==> src/rtl/aefr_pkg.sv <==
package aefr_pkg;
   typedef enum logic [2:0] {
      ST_IDLE,
      ST_FETCH,
      ST_EMIT,
      ST_RELEASE,
      ST_ACK
   } walk_state_t;
endpackage

==> src/rtl/aefr_conn_table.sv <==
module aefr_conn_table #(
   parameter int SRC_W = 3,
   parameter int SYN_W = 2,
   parameter int DST_W = 4,
   parameter int MAG_W = 3
) (
   input  logic             clk,
   input  logic             rst_n,
   input  logic             walk_idle,
   input  logic             wr_en,
   input  logic [SRC_W+SYN_W-1:0] wr_idx,
   input  logic             wr_valid,
   input  logic [DST_W-1:0] wr_dst,
   input  logic             wr_pol,
   input  logic [MAG_W-1:0] wr_mag,
   input  logic [SRC_W+SYN_W-1:0] rd_idx,
   output logic             rd_valid,
   output logic [DST_W-1:0] rd_dst,
   output logic             rd_pol,
   output logic [MAG_W-1:0] rd_mag
);
   localparam int IDX_W  = SRC_W + SYN_W;
   localparam int DEPTH  = 1 << IDX_W;
   localparam int DATA_W = DST_W + 1 + MAG_W;

   logic [DEPTH-1:0]  vld_q;
   logic [DATA_W-1:0] dat_q [DEPTH];

   always_ff @(posedge clk or negedge rst_n) begin
      if (!rst_n) begin
         vld_q <= '0;
      end else begin
         for (int e = 0; e < DEPTH; e++) begin
            if (wr_en && wr_idx == IDX_W'(e)) vld_q[e] <= wr_valid;
         end
      end
   end

   always_ff @(posedge clk) begin
      for (int e = 0; e < DEPTH; e++) begin
         if (wr_en && wr_idx == IDX_W'(e)) dat_q[e] <= {wr_dst, wr_pol, wr_mag};
      end
   end

   assign rd_valid = vld_q[rd_idx];
   assign {rd_dst, rd_pol, rd_mag} = dat_q[rd_idx];

   // Table contents stay frozen for the whole walk
   assert_write_only_idle_R8: assert property (@(posedge clk) disable iff (!rst_n)
      wr_en |-> walk_idle);
endmodule

==> src/rtl/aefr_wr_hold.sv <==
module aefr_wr_hold #(
   parameter int WR_W = 14
) (
   input  logic            clk,
   input  logic            rst_n,
   input  logic            walk_idle,
   input  logic            wr_en,
   input  logic [WR_W-1:0] wr_word,
   output logic            wr_ready,
   output logic            tbl_wr_en,
   output logic [WR_W-1:0] tbl_word
);
   logic            pend_q;
   logic [WR_W-1:0] pend_word_q;

   always_ff @(posedge clk or negedge rst_n) begin
      if (!rst_n) begin
         pend_q      <= 1'b0;
         pend_word_q <= '0;
      end else if (walk_idle) begin
         pend_q <= 1'b0;
      end else if (wr_en && !pend_q) begin
         pend_q      <= 1'b1;
         pend_word_q <= wr_word;
      end
   end

   assign wr_ready  = !pend_q;
   assign tbl_wr_en = walk_idle && (pend_q || wr_en);
   assign tbl_word  = pend_q ? pend_word_q : wr_word;

   // A parked write is released on the first idle cycle
   assert_parked_release_R8: assert property (@(posedge clk) disable iff (!rst_n)
      (pend_q && walk_idle) |=> !pend_q);
endmodule

==> src/rtl/aefr_burst_gen.sv <==
module aefr_burst_gen #(
   parameter int MAG_W = 3
) (
   input  logic             clk,
   input  logic             rst_n,
   input  logic             load,
   input  logic [MAG_W-1:0] load_mag,
   input  logic             step,
   output logic             last
);
   logic [MAG_W-1:0] rem_q;

   always_ff @(posedge clk or negedge rst_n) begin
      if (!rst_n)    rem_q <= '0;
      else if (load) rem_q <= load_mag;
      else if (step) rem_q <= rem_q - MAG_W'(1);
   end

   assign last = (rem_q == MAG_W'(1));

   // Never count an event beyond the stored repeat count
   assert_no_underflow_R3: assert property (@(posedge clk) disable iff (!rst_n)
      step |-> rem_q != '0);
endmodule

==> src/rtl/aefr_walk_ctrl.sv <==
module aefr_walk_ctrl
   import aefr_pkg::*;
#(
   parameter int SRC_W = 3,
   parameter int SYN_W = 2
) (
   input  logic                   clk,
   input  logic                   rst_n,
   input  logic                   in_req,
   input  logic [SRC_W-1:0]       in_addr,
   output logic                   in_ack,
   output logic                   out_req,
   input  logic                   out_ack,
   input  logic                   hold_start,
   input  logic                   ent_valid,
   input  logic                   ent_mag_zero,
   input  logic                   burst_last,
   output logic [SRC_W+SYN_W-1:0] rd_idx,
   output logic                   load,
   output logic                   step,
   output logic                   walk_idle
);
   walk_state_t      st_q, st_d;
   logic [SRC_W-1:0] src_q;
   logic [SYN_W-1:0] syn_q, syn_d;
   logic             syn_last;

   assign syn_last = (syn_q == '1);

   always_comb begin
      st_d  = st_q;
      syn_d = syn_q;
      load  = 1'b0;
      step  = 1'b0;
      case (st_q)
         ST_IDLE: begin
            if (in_req && !hold_start) begin
               st_d  = ST_FETCH;
               syn_d = '0;
            end
         end
         ST_FETCH: begin
            if (!ent_valid) begin
               st_d = ST_ACK;
            end else if (ent_mag_zero) begin
               if (syn_last) st_d = ST_ACK;
               else          syn_d = syn_q + SYN_W'(1);
            end else begin
               load = 1'b1;
               st_d = ST_EMIT;
            end
         end
         ST_EMIT: begin
            if (out_ack) st_d = ST_RELEASE;
         end
         ST_RELEASE: begin
            if (!out_ack) begin
               step = 1'b1;
               if (!burst_last) begin
                  st_d = ST_EMIT;
               end else if (syn_last) begin
                  st_d = ST_ACK;
               end else begin
                  st_d  = ST_FETCH;
                  syn_d = syn_q + SYN_W'(1);
               end
            end
         end
         ST_ACK: begin
            if (!in_req) st_d = ST_IDLE;
         end
         default: st_d = ST_IDLE;
      endcase
   end

   always_ff @(posedge clk or negedge rst_n) begin
      if (!rst_n) begin
         st_q  <= ST_IDLE;
         src_q <= '0;
         syn_q <= '0;
      end else begin
         st_q  <= st_d;
         syn_q <= syn_d;
         if (st_q == ST_IDLE && st_d == ST_FETCH) src_q <= in_addr;
      end
   end

   assign rd_idx    = {src_q, syn_q};
   assign in_ack    = (st_q == ST_ACK);
   assign out_req   = (st_q == ST_EMIT);
   assign walk_idle = (st_q == ST_IDLE);

   assert_out_rise_quiet_R5: assert property (@(posedge clk) disable iff (!rst_n)
      $rose(out_req) |-> !out_ack);
   assert_in_ack_after_outputs_R6: assert property (@(posedge clk) disable iff (!rst_n)
      $rose(in_ack) |-> !out_ack);
   assert_in_ack_hold_R6: assert property (@(posedge clk) disable iff (!rst_n)
      (in_ack && in_req) |=> in_ack);
   assert_in_ack_drop_R6: assert property (@(posedge clk) disable iff (!rst_n)
      $fell(in_ack) |-> !$past(in_req));
endmodule

==> src/rtl/aefr_fanout_router.sv <==
module aefr_fanout_router #(
   parameter int SRC_W = 3,
   parameter int SYN_W = 2,
   parameter int DST_W = 4,
   parameter int MAG_W = 3
) (
   input  logic             clk,
   input  logic             rst_n,
   input  logic             in_req,
   input  logic [SRC_W-1:0] in_addr,
   output logic             in_ack,
   output logic             out_req,
   output logic [DST_W-1:0] out_addr,
   output logic             out_pol,
   input  logic             out_ack,
   input  logic             wr_en,
   input  logic [SRC_W-1:0] wr_src,
   input  logic [SYN_W-1:0] wr_syn,
   input  logic             wr_valid,
   input  logic [DST_W-1:0] wr_dst,
   input  logic             wr_pol,
   input  logic [MAG_W-1:0] wr_mag,
   output logic             wr_ready
);
   localparam int IDX_W = SRC_W + SYN_W;
   localparam int WR_W  = IDX_W + 1 + DST_W + 1 + MAG_W;

   if (SRC_W < 1 || SYN_W < 1 || DST_W < 1 || MAG_W < 1) begin : g_bad_width
      $error("aefr_fanout_router: every width parameter must be at least 1");
   end
   if (IDX_W > 12) begin : g_bad_depth
      $error("aefr_fanout_router: table index wider than 12 bits");
   end

   logic             walk_idle, tbl_wr_en, load, step, burst_last;
   logic [WR_W-1:0]  tbl_word;
   logic [IDX_W-1:0] rd_idx;
   logic             rd_valid, rd_pol;
   logic [DST_W-1:0] rd_dst;
   logic [MAG_W-1:0] rd_mag;
   logic [IDX_W-1:0] t_idx;
   logic             t_valid, t_pol;
   logic [DST_W-1:0] t_dst;
   logic [MAG_W-1:0] t_mag;
   logic [DST_W-1:0] addr_q;
   logic             pol_q;

   aefr_wr_hold #(.WR_W(WR_W)) wr_hold_i (
      .clk       (clk),
      .rst_n     (rst_n),
      .walk_idle (walk_idle),
      .wr_en     (wr_en),
      .wr_word   ({wr_src, wr_syn, wr_valid, wr_dst, wr_pol, wr_mag}),
      .wr_ready  (wr_ready),
      .tbl_wr_en (tbl_wr_en),
      .tbl_word  (tbl_word)
   );

   assign {t_idx, t_valid, t_dst, t_pol, t_mag} = tbl_word;

   aefr_conn_table #(.SRC_W(SRC_W), .SYN_W(SYN_W), .DST_W(DST_W), .MAG_W(MAG_W)) table_i (
      .clk       (clk),
      .rst_n     (rst_n),
      .walk_idle (walk_idle),
      .wr_en     (tbl_wr_en),
      .wr_idx    (t_idx),
      .wr_valid  (t_valid),
      .wr_dst    (t_dst),
      .wr_pol    (t_pol),
      .wr_mag    (t_mag),
      .rd_idx    (rd_idx),
      .rd_valid  (rd_valid),
      .rd_dst    (rd_dst),
      .rd_pol    (rd_pol),
      .rd_mag    (rd_mag)
   );

   aefr_walk_ctrl #(.SRC_W(SRC_W), .SYN_W(SYN_W)) ctrl_i (
      .clk          (clk),
      .rst_n        (rst_n),
      .in_req       (in_req),
      .in_addr      (in_addr),
      .in_ack       (in_ack),
      .out_req      (out_req),
      .out_ack      (out_ack),
      .hold_start   (tbl_wr_en),
      .ent_valid    (rd_valid),
      .ent_mag_zero (rd_mag == '0),
      .burst_last   (burst_last),
      .rd_idx       (rd_idx),
      .load         (load),
      .step         (step),
      .walk_idle    (walk_idle)
   );

   aefr_burst_gen #(.MAG_W(MAG_W)) burst_i (
      .clk      (clk),
      .rst_n    (rst_n),
      .load     (load),
      .load_mag (rd_mag),
      .step     (step),
      .last     (burst_last)
   );

   always_ff @(posedge clk or negedge rst_n) begin
      if (!rst_n) begin
         addr_q <= '0;
         pol_q  <= 1'b0;
      end else if (load) begin
         addr_q <= rd_dst;
         pol_q  <= rd_pol;
      end
   end

   assign out_addr = addr_q;
   assign out_pol  = pol_q;

   assert_out_stable_R5: assert property (@(posedge clk) disable iff (!rst_n)
      (out_req && $past(out_req)) |-> ($stable(out_addr) && $stable(out_pol)));
   assert_out_fall_after_ack_R5: assert property (@(posedge clk) disable iff (!rst_n)
      $fell(out_req) |-> $past(out_ack));
endmodule

==> config.mk <==
export PLATFORM = sky130hd
export DESIGN_NAME = aefr_fanout_router
export DESIGN_NICKNAME = d
export VERILOG_FILES = /design/src/rtl/aefr_pkg.sv /design/src/rtl/aefr_conn_table.sv /design/src/rtl/aefr_wr_hold.sv /design/src/rtl/aefr_burst_gen.sv /design/src/rtl/aefr_walk_ctrl.sv /design/src/rtl/aefr_fanout_router.sv
export SDC_FILE = /design/constraint.sdc
export NUM_CORES = 1
export LEC_CHECK = 0
export BUFFER_PORTS_ARGS = -buffer_cell sky130_fd_sc_hd__buf_2
export CORE_AREA = 2 2 211 213
export DETAILED_ROUTE_END_ITERATION = 8
export DIE_AREA = 0 0 213 215
export REMOVE_ABC_BUFFERS = 1
export SLEW_MARGIN = 20
export SYNTH_ARGS = -nofsm -noshare
export SYNTH_HDL_FRONTEND = slang
export SYNTH_SLANG_ARGS = --single-unit
==> constraint.sdc <==
create_clock -name clk -period 3.44 [get_ports clk]
set_clock_uncertainty 0.2 [all_clocks]
set_input_delay 0.172 -clock clk [delete_from_list [all_inputs] [get_ports clk]]
set_output_delay 0.172 -clock clk [all_outputs]
set_load 0.02 [all_outputs]
# After elaboration in Yosys (flattened, before gate mapping)
# Memories as Yosys holds them, arrays and structs flattened.
# Index checks and enable logic that the tools add are counted.
# word_totals
reg_bits,63
output_inout_bits,8
n_memories,1
inputBits,22
elab_cells,352
mem_bits_rw,256
# classes
magnitude_cmp,1
reduce_logical,78
add_sub_neg,2
bitwise,1
n_eq_ne,43
mux,186
# mem_list
name,depth,word_bits,read_ports,rd_clocked_by_memory_dff,write_ports,line,text
table_i.dat_q,32,8,1,0,1,aefr_conn_table.sv:27,logic [DATA_W-1:0] dat_q [DEPTH];
# ops
op,n
2-to-1 mux 8 bit,31
OR reduction 8 bit,31
2-to-1 mux 5 bit,31
2-to-1 mux 1 bit,103
equality test 5 bit (second input constant),16
equality test 5 x 4 -> 1 bit (second input constant),8
logical AND 1 bit,36
2-to-1 mux 3 bit,11
equality test 5 x 3 -> 1 bit (second input constant),4
case mux 3 bit (5 select lines),1
2-to-1 mux 14 bit,1
2-to-1 mux 2 bit,6
equality test 5 x 2 -> 1 bit (second input constant),2
equality test 3 x 1 -> 1 bit (second input constant),3
!= test 2 x 1 -> 1 bit (second input constant),4
equality test 3 x 2 -> 1 bit (second input constant),2
logical NOT 3 bit,2
less-than comparator 5 x 6 -> 1 bit (second input constant),1
case mux 2 bit (3 select lines),1
AND reduction 6 bit,1
binary-select mux 1 bit (select 5 bit),1
equality test 5 x 1 -> 1 bit (second input constant),1
logical NOT 5 bit,1
nonzero test 2 bit,2
10 further kinds,11

# Longest topological paths before layout
# Gate-level depths: netlist (run 1).
# logic_depth
word_depth,37
mapped_depth,9
mapped_depth_nobuf,8

# Modules after synthesis
# From an unflattened synthesis (run 1), not the netlist that was laid out.
# hier_totals
cells_unflattened,615
hier_area_um2,12942.4
# by_module_without_submodules
mod,n_inst,area_each_um2,seq_area_each_um2,cells_each
aefr_conn_table,1,11332.1,8488.1,490
aefr_wr_hold,1,754.5,375.4,51
aefr_walk_ctrl,1,475.5,200.2,44
aefr_burst_gen,1,193.9,75.1,19
aefr_fanout_router,1,186.4,125.1,11

# Worst setup path before layout (run 1)
# Ideal clock, no wire load.
# synth_timing
kind,reg-to-reg
from,reg ctrl_i.syn_q[1]
to,reg ctrl_i.syn_q[0]
n_path_buf,2
setup_ns,0.128
arrival_time_ns,2.501
stages_incl_launch_ff,9
setup_slack_ns,0.611
cell_sequence,dfrtp_1 > buf_6 > buf_6 > mux4_2 > mux4_2 > mux2i_4 > nand4_1 > a21oi_2 > mux2_1
# synth_between
elab_chain_cells,5
word_cells_on_any_way,14
classes_between,eq/ne: 3; mux: 8; reduce/logical: 2; memory: 1
# synth_rtl
item,line,text
"start, declared",aefr_walk_ctrl.sv:25,"logic [SYN_W-1:0] syn_q, syn_d;"
"start signal, assigned",aefr_walk_ctrl.sv:83,syn_q <= syn_d;
branches (longest 5 deep; another with memory read (32 x 8 bit)),n/a,
# Several ways; the timed one is not identified. The select of a mux whose other input is x is not followed.
# A chain may end at the register's enable or synchronous reset.

# Worst setup path after layout (run 1)
# layout_timing
from,reg ctrl_i.syn_q[1]
to,reg burst_i.rem_q[1]
# layout_between
elab_chain_cells,6
word_cells_on_any_way,9
classes_between,mux: 6; reduce/logical: 2; memory: 1
# layout_rtl
item,line,text
memory read (32 x 8 bit),n/a,
logical NOT 3 bit,aefr_fanout_router.sv:88,".ent_mag_zero (rd_mag == '0),"
2-to-1 mux 1 bit,aefr_walk_ctrl.sv:45,end else if (ent_mag_zero) begin
2-to-1 mux 1 bit,aefr_walk_ctrl.sv:43,if (!ent_valid) begin
2-to-1 mux 1 bit,aefr_walk_ctrl.sv:35,case (st_q)
2-to-1 mux 3 bit / nonzero test 2 bit (equally long branches),n/a,
"end signal, assigned",aefr_burst_gen.sv:15,else if (load) rem_q <= load_mag;
"end signal, assigned",aefr_burst_gen.sv:16,else if (step) rem_q <= rem_q - MAG_W'(1);
"end, declared",aefr_burst_gen.sv:11,logic [MAG_W-1:0] rem_q;
# Parallel ways exist; a longest one is shown, timed or not. The select of a mux whose other input is x is not followed.

==> results.ini, run 1 <==
[global_routing]
grt_pass1_wl_microns=43400
grt-ovfl-total=0
antenna_found_initial=3
first_global_vias=6603
grt_usage_pct=12.9
grt_max_degree=33

[placed_design]
io_buffers=29
routabilityCongestion=0.808
pre_cts_slack_ns=0.226
post-place-cells=1267
dp_hpwl_microns=18600

[timing]
period_share_pct=93.8
relSlewSlack_pct=27.3
rsz0062_at_grt=false
max_freq_mhz=310
setup_viol=0
hold_viol=0
finalWorstSetupSlack_ns=0.215
maxSlewViolCount=0
worst_pin_slew_ns=1.09
period_needed_ns=3.23
holdWs_ns=0.0455

[critical_path]
end_kind=register
cp_max_fo=24
critPathKind=reg2reg
worstSetupStartpointType=register
crit_arrival_ns=3.36
required_ns=3.58

[power]
p_leak_uw=0.00516
swShare_pct=28.8
p_sw_uw=3430
power_density_nw_per_um2=775
seq_power_share_pct=44.3
pwr-share-clk_pct=30.2
p_int_uw=8490
vdd_drop_max_uv=629
comb_power_share_pct=25.5

[detailed_routing]
routed-via-count=6407
vias_per_cell=4.72
drt_wl_total_microns=28800
wl_per_cell_microns=21.2
drc=0
ant_nets=0
drtPass1Iterations=5
first_iter_violations=606

[synth]
ys_types=41
ys_seq_elements=319
syn_inst=636
async_flop_share_pct=19.7
synth_edf_count=256
ys_seq_area_share_pct=71.7
synth_ff_type=edfxtp_1
syn_avg_cell_area_sq_um=20.3
ys_warn_count=0
synth_area_sq_um=12900

[clocking]
cts_tree=done
clock_path_buffers=3
cts_resized=0
clk_pin_slew_ns=0.06
cts_buffers=36
clock_sinks=319
cts-root-buf=clkbuf_16
cts_max_level=2
insertion_delay_ns=0.51

[flow_run]
maxCapViolCount=0

[outcome]
status=complete, no violations

[die]
die-area_sq_um=45800
num_rows=77
io_pins=30
initial_utilization_pct=29.6
die_h_microns=215
coreArea_sq_um=43600
die_width_microns=213

[layout]
final_nets=762
utilization_pct=35.2
area_delta_synth_final_pct=19.0
drive_gt1_share_pct=32.2
fill_cells=4029
final_common_cell=edfxtp_1
final_cells=1357
num_antenna_cells=0
final_cell_mix=256 x edfxtp_1, 90 x mux4_2, 60 x dfrtp_1

[min_path]
worstHoldPathType=in2async

-- cell families (layout without fill, tap and decap cells) --
| family | Yosys count | count (layout) | share of synthesized area, % |
|---|---|---|---|
| adder cells (fa/ha/maj) | 3 | 3 | 0.291 |
| multiplexers | 158 | 158 | 21.8 |
| XOR/XNOR | 1 | 1 | 0.0678 |
| flip-flops | 319 | 319 | 71.7 |
| AO/OA/AOI/OAI | 30 | 30 | 1.65 |
| buffers and inverters | 37 | 166 | 1.39 |
| AND/OR/NAND/NOR | 88 | 88 | 3.09 |
-- path summary, 6_finish.rpt --
| check | from | end | slack [ns] | depth (start not counted) |
|---|---|---|---|---|
| setup / recovery | ctrl_i.syn_q[1] | burst_i.rem_q[1] | 0.21 | 7 |
| hold / removal | rst_n | table_i.vld_q[10] | 0.05 | 2 |
| setup reg to reg | ctrl_i.syn_q[1] | burst_i.rem_q[1] | 0.21 | 7 |
| hold reg to reg | table_i.vld_q[12] | table_i.vld_q[12] | 0.28 | 1 |
| max in group asynchronous | rst_n | table_i.vld_q[14] | 2.20 | 3 |
| min in group clk | wr_dst[2] | wr_hold_i.pend_word_q[6] | 0.25 | 3 |
-- power groups by stage --
stage	Combinational [uW]	Sequential [uW]	Clock, uW
after floorplan	1830	5450	0
after global placement	2960	5330	0
after detailed placement	3020	5350	0
after CTS	3080	5280	3670
after global routing	3270	5340	3840
final	3040	5280	3600
-- registers in the layout (all words and copies together), names as in the netlist, 2 cells and up --
signal                 cells
out_addr                   4
ctrl_i.syn_q               2
burst_i.rem_q              3
ctrl_i.st_q                3
table_i.vld_q             32
wr_hold_i.pend_word_q     14
ctrl_i.src_q               3
table_i.dat_q            256
-- critical path, stage by stage (launching register included) --
cell      delay, ns
dfrtp_4        0.61
buf_12         0.25
mux4_2         0.52
mux4_2         0.54
mux2i_4        0.22
a311oi_2       0.32
nor3_1         0.30
a221oi_1       0.08
-- synth_stat cells (2+ instances only) --
cell	count	area [sq um]
nand3_1	3	15.0
mux2_1	28	315
mux2_2	30	338
and3_1	2	12.5
ha_1	3	37.5
inv_1	7	26.3
o32a_1	2	20.0
o22ai_1	2	12.5
nor3b_1	3	22.5
nand2_1	11	41.3
dfrtp_1	63	1580
edfxtp_1	256	7690
a21oi_1	7	35.0
o21ai_0	4	20.0
nand2b_1	11	68.8
clkbuf_1	14	52.6
nor3_1	7	35.0
mux4_2	90	2030
mux2i_4	3	67.6
buf_2	9	45.0
a31oi_1	3	18.8
buf_1	3	11.3
buf_6	4	45.0
a221oi_1	2	17.5
nor2_1	47	176
mux2i_1	7	70.1
-- metal layers --
| layer | vias to the layer above | track usage [%] | wire length, microns |
|---|---|---|---|
| li1 | 2789 | - | - |
| met1 | 3371 | 19.2 | 13500 |
| met2 | 216 | 19.2 | 13000 |
| met3 | 31 | 2.95 | 1790 |
| met4 | 0 | 3.19 | 481 |
| met5 | - | 0 | 0 |
-- through the flow --
step / power [uW] / TNS [ns] / instance area [sq um]
floorplan: 7280 / -12.28 / 12800
global placement: 8300 / 0 / 14000
detailed placement: 8370 / 0 / 14000
CTS: 12000 / 0 / 15400
global route: 12400 / 0 / 15400
finish: 11900 / 0 / 15400
-- timing repair --
item / CTS / global route
setup endpoints to repair: 0 / 0
hold endpoints to repair: 45 / 0
setup buffers: 0 / 0
hold buffers: 24 / 0
-- cell type report --
class	count	area [sq um]	area share (%)
clock buffers	57	1040	6.77
clock inverters	9	81.3	0.529
inverters	7	26.3	0.171
multi-input cells	280	3480	22.6
flip-flops and latches	319	9270	60.3
well taps	592	741	4.82
repair buffers	93	736	4.78
Note: power is estimated with default switching activity, not from simulation.
==> inputs of run 2 (changes only) <==
--- a/config.mk
+++ b/config.mk
@@ -7,6 +7,7 @@
 export LEC_CHECK = 0
 export BUFFER_PORTS_ARGS = -buffer_cell sky130_fd_sc_hd__buf_2
 export CORE_AREA = 2 2 211 213
+export CTS_BUF_LIST = sky130_fd_sc_hd__clkbuf_2 sky130_fd_sc_hd__clkbuf_4 sky130_fd_sc_hd__clkbuf_8
 export DETAILED_ROUTE_END_ITERATION = 8
 export DIE_AREA = 0 0 213 215
 export REMOVE_ABC_BUFFERS = 1
==> run 2 against run 1 <==
Against the previous run: sequential share of layout area increased by 0.18 points; fmax about the same; sequential cell count unchanged; critical path depth did not move; worst setup slack about the same; clock-buffer cell count increased by 10; routed wire length rose by 1.3%; worst hold slack improved by 0.16 ns; clock power is 8.9% lower; register-to-register slack barely moved; design area shrank 0.29%.
==> results.ini, run 2 (synthesized netlist as in run 1, its figures left out) <==
[critical_path]
critPathLaunch=ctrl_i.syn_q[1]
cp_max_fo=24
reg2reg_from=ctrl_i.syn_q[1]
r2r_slack_ns=0.21
end_kind=register
cpMaxStageDelayCell=dfrtp_4
slowest_delay_ns=0.60
worstPathCellList=buf_12 -> mux4_2 -> mux4_2 -> mux2i_4 -> a311oi_2 -> nor3_1 -> a221oi_1
crit_arrival_ns=3.41
path_common_cell=mux4_2
r2r_cells=7
cp_num_buf_inv=1
required_ns=3.63
cp-endpoint=burst_i.rem_q[1]
cp_num_cells=7
worstSetupStartpointType=register
path_delay_family=multiplexers
critPathKind=reg2reg
worst_r2r_endpoint=burst_i.rem_q[1]

[timing]
worst_pin_slew_ns=1.08
period_share_pct=93.8
rsz0062_at_grt=false
setup_viol=0
relSlewSlack_pct=28.0
maxSlewViolCount=0
max_freq_mhz=310
hold_viol=0
period_needed_ns=3.23

[detailed_routing]
drc=0
first_iter_violations=596
wl_per_cell_microns=21.0
drt_wl_total_microns=29200
routed-via-count=6560
drtPass1Iterations=5
ant_nets=0
vias_per_cell=4.73

[clocking]
clock_path_buffers=3
cts_resized=0
clk_pin_slew_ns=0.06
cts_buffers=51
post_cts_buffers=0
cts_max_level=2
cts-root-buf=clkbuf_8
insertion_delay_ns=0.56
clock_sinks=319
cts_tree=done
hold_buffers=26

[min_path]
hold_depth=3
hold_start=wr_mag[0]
worstHoldPathType=in2reg

[layout]
largest_reg_flops=256
drive_gt1_share_pct=34.8
area_delta_synth_final_pct=18.7
final_nets=779
fill_cells=4042
final_cell_mix=256 x edfxtp_1, 90 x mux4_2, 60 x dfrtp_1
reg_top3=table_i.dat_q x256, table_i.vld_q x32, wr_hold_i.pend_word_q x14
final_cells=1388
post-route-cell-area_sq_um=15300
top_register=table_i.dat_q
final_common_cell=edfxtp_1

[placed_design]
io_buffers=29
dp_hpwl_microns=18600
post-place-cells=1267
routabilityCongestion=0.808
place_area_sq_um=14000

[outcome]
status=complete, no violations

[die]
num_rows=77
io_pins=30
initial_utilization_pct=29.6
die_h_microns=215
die_width_microns=213
coreArea_sq_um=43600
die-area_sq_um=45800

[global_routing]
grt_max_degree=33
antenna_found_initial=3
grt-ovfl-total=0
grt_pass1_wl_microns=44200
first_global_vias=6770
grt_usage_pct=13.1

[power]
p_leak_uw=0.00518
power_density_nw_per_um2=756
vdd_drop_max_uv=407

[flow_run]
maxCapViolCount=0

-- run 2: changes by cell type in the layout (fill, tap and decap cells not counted), moves of 4 or more --
cell       before  now
clkbuf_4        0   12
clkinv_2        2    6
clkbuf_16      37    0
clkinv_1        2   16
clkbuf_1       16    0
clkbuf_8        4   55
-- run 2: final cells by class --
cell class              count  area (sq um)  area share [%]
flip-flops and latches    319          9270            60.5
inverters                   7          26.3           0.171
repair buffers             95           766            4.99
multi-input cells         280          3480            22.7
clock inverters            27           198            1.29
well taps                 592           741            4.83
clock buffers              67           847            5.53
diodes                      1          2.50          0.0163
-- run 2: worst min path at each step --
stage / to / slack (ns)
after floorplan: burst_i.rem_q[0] / -0.32
after CTS: wr_hold_i.pend_word_q[2] / 0.16
after global placement: table_i.vld_q[9] / 0.04
after detailed placement: table_i.vld_q[9] / 0.05
final: wr_hold_i.pend_word_q[0] / 0.20
after global routing: wr_hold_i.pend_word_q[0] / 0.18
-- run 2: worst register-to-register path: stages (launching register included) --
cell and delay (ns):
dfrtp_4 0.60, buf_12 0.26, mux4_2 0.55, mux4_2 0.53, mux2i_4 0.21, a311oi_2 0.32, nor3_1 0.30, a221oi_1 0.08
-- run 2: per-stage QoR --
step | util [%] | hold slack [ns] | setup TNS, ns | setup WS (ns) | total power (uW)
floorplan | - | -0.324 | -12.28 | -1.11 | 7280
global placement | 32.1 | 0.0379 | 0 | 0.243 | 8300
detailed placement | 32.1 | 0.0520 | 0 | 0.226 | 8370
CTS | 35.1 | 0.158 | 0 | 0.187 | 11700
global route | 35.1 | 0.183 | 0 | 0.101 | 12200
finish | 35.1 | 0.201 | 0 | 0.215 | 11600
-- run 2: power by group --
part           switching [uW]  total [uW]  internal [uW]  leakage [uW]
Combinational            1640        3030           1390       0.00153
Clock                    1450        3280           1840      0.000551
Sequential                337        5280           4940       0.00310
Total                    3420       11600           8160       0.00518
-- run 2: routing by layer --
metal  vias up  GRT usage, %  routed length, microns
li1       2835             -                       -
met1      3454          19.8                   13900
met2       229          19.5                   13100
met5         -             0                       0
met3        42          2.35                    1650
met4         0          3.29                     532
==> inputs of run 3 (changes only) <==
--- a/config.mk
+++ b/config.mk
@@ -14,4 +14,5 @@
 export SLEW_MARGIN = 20
 export SYNTH_ARGS = -nofsm -noshare
 export SYNTH_HDL_FRONTEND = slang
+export SYNTH_HIERARCHICAL = 1
 export SYNTH_SLANG_ARGS = --single-unit
==> run 3 against run 2 <==
Against the previous run: critical path depth rose by 1; worst hold slack improved by 0.0092 ns; power is 7.7% higher; non-clock buffer count increased by 39; utilization up 0.67 points; via count down 1.6%; register-to-register slack got worse by 0.13 ns; sequential share of layout area is 1.1 points lower; routed wire length down 1.4%; final cell count is 1.2% higher; fmax fell by 3.8%; design area up 1.9%; critical path type unchanged.
==> results.ini, run 3 <==
[critical_path]
worstPathCellList=buf_12 -> mux4_2 -> mux4_2 -> mux2_4 -> nor3_4 -> or3b_4 -> a31oi_4 -> mux2_4
reg2reg_from=ctrl_i/syn_q[0]
end_kind=register
worstSetupStartpointType=register
slowest_delay_ns=0.52
required_ns=3.68
critPathKind=reg2reg
cp_max_fo=15
crit_arrival_ns=3.59
critPathLaunch=ctrl_i/syn_q[0]
cpMaxStageDelayCell=mux4_2

[synth]
yosysMostFrequentCell=edfxtp_1
ys_seq_elements=319
yosys.area.top_type=edfxtp_1
async_flop_share_pct=19.7
synth_area_leaders=edfxtp_1 59%, mux4_2 16%, dfrtp_1 12%, mux2_2 6.7%, nor2_1 1.0%
ys_warn_count=6
synth_area_sq_um=12900
synth_ff_type=edfxtp_1
ys_top_cells_by_count=256 x edfxtp_1, 90 x mux4_2, 77 x mux2_2, 63 x dfrtp_1, 36 x nor2_1
synth_top_area_share_pct=59.4
syn_inst=615
syn_avg_cell_area_sq_um=21.0
synth_edf_count=256
ys_seq_area_share_pct=71.6
ys_types=41

[timing]
finalWorstSetupSlack_ns=0.0873
worst_pin_slew_ns=0.749
relSlewSlack_pct=49.7
max_freq_mhz=298
holdWs_ns=0.211
period_share_pct=97.5
maxSlewViolCount=0
setup_viol=0
hold_viol=0
tns_ns=0
rsz0062_at_grt=true
period_needed_ns=3.35

[detailed_routing]
routed-via-count=6453
top_layer=met4
drt_wl_total_microns=28800
ant_nets=0
met2_length_microns=12900
wl_met1_microns=13900
vias_per_cell=4.60
first_iter_violations=563
route.met3.wl_microns=1600
wl_per_cell_microns=20.5
drc=0
drtPass1Iterations=4

[clocking]
clk_pin_slew_ns=0.06
cts-root-buf=clkbuf_8
clock_path_buffers=3
clock_sinks=319
insertion_delay_ns=0.58
cts_max_level=2
cts_tree=done
cts_buffers=52

[outcome]
status=complete, no violations

[placed_design]
post-place-cells=1269
place_area_sq_um=14200
pre_cts_slack_ns=-0.0477
dp_hpwl_microns=18400
io_buffers=29
routabilityCongestion=0.793

[layout]
reg_top3=table_i/dat_q x256, table_i/vld_q x32, wr_hold_i/pend_word_q x14
drive_gt1_share_pct=43.7
top_register=table_i/dat_q
largest_reg_flops=256
area_delta_synth_final_pct=20.7
final_cells=1404
final_common_cell=edfxtp_1
multiInputGateArea_sq_um=3510
final_cell_mix=256 x edfxtp_1, 90 x mux4_2, 75 x mux2_2
num_antenna_cells=0
ff_latch_area_sq_um=9270
final_nets=797
post-route-cell-area_sq_um=15600
fill_cells=4037

[die]
die_width_microns=213
initial_utilization_pct=29.7
coreArea_sq_um=43600
die-area_sq_um=45800
die_h_microns=215
num_rows=77
io_pins=30

[global_routing]
first_global_vias=6694
antenna_found_initial=0
grt_usage_pct=12.7
grt-ovfl-total=0
grt_pass1_wl_microns=43300
grt_max_degree=41

[power]
p_leak_uw=0.00535
power_density_nw_per_um2=799
vdd_drop_max_uv=361

[flow_run]
maxCapViolCount=0

[min_path]
worstHoldPathType=in2reg
hold_start=wr_en

run 3: cell count changes in the layout (fill, tap and decap cells not counted), moves of 7 or more:
cell           delta
nor2b_1           +7
clkbuf_4         +12
buf_4            +24
a21oi_1           -7
nor2_1           -11
dlygate4sd3_1    +14
nand2b_1          -9
mux2_2           +45
mux2_1           -28
run 3: final timing paths:
| path | endpoint | slack [ns] | depth (start not counted) |
|---|---|---|---|
| worst max-delay path | ctrl_i/syn_q[0] | 0.09 | 8 |
| max in group asynchronous | table_i/vld_q[27] | 1.75 | 4 |
| worst max register to register | ctrl_i/syn_q[0] | 0.09 | 8 |
| worst min-delay path | wr_hold_i/pend_q | 0.21 | 4 |
| min in group asynchronous | out_addr[3] | 0.50 | 3 |
| worst min register to register | table_i/vld_q[19] | 0.30 | 1 |
run 3: area by class of cell:
type | instances | area share, %
inverter | 5 | 0.120
clock buffer | 76 | 5.73
timing repair buffer | 134 | 7.03
sequential | 319 | 59.4
multi-input combinational | 260 | 22.5
clock inverter | 18 | 0.561
tap | 592 | 4.74
run 3: through the flow:
stage          power, uW  util [%]
2_1_floorplan       7780         -
3_3_place_gp        9090      32.5
3_5_place_dp        9170      32.5
4_1_cts            12500      35.7
5_1_grt            13100      35.8
6_report           12500      35.8
run 3: timing repair:
action | CTS | global route
setup buffers | 1 | 1
setup endpoints to repair | 2 | 9
hold buffers | 38 | 1
gates resized for setup | 1 | 8
hold endpoints to repair | 63 | 27
run 3: logic make-up (layout without fill, tap and decap cells):
family	count (synthesis)	in the layout	share of synthesized area (%)
DFF	319	319	71.6
muxes	169	169	22.6
and+or+nand+nor	78	78	3.34
buffers and inverters	36	233	1.50
AOI/OAI and AO/OA	9	9	0.667
adders and majority gates	3	3	0.290
xor gates and xnor gates	1	1	0.0677
run 3: power by group:
part	leakage [uW]	switching, uW	internal, uW
Sequential	0.00310	296	5070
Combinational	0.00172	2060	1960
Clock	0.000526	1430	1670
Total	0.00535	3780	8690
run 3: critical path, delay by kind of cell (launching register included):
kind	cells	cell delay (ns)
multiplexers	4	1.62
buffers and inverters	1	0.17
AO/OA/AOI/OAI	1	0.19
AND/OR/NAND/NOR	2	0.60
flip-flops	1	0.45
run 3: metal layers:
metal / up-vias / global-route usage (%)
met1: 3422 / 19.2
met3: 35 / 2.60
li1: 2832 / -
met5: - / 0
met2: 164 / 18.8
met4: 0 / 3.10
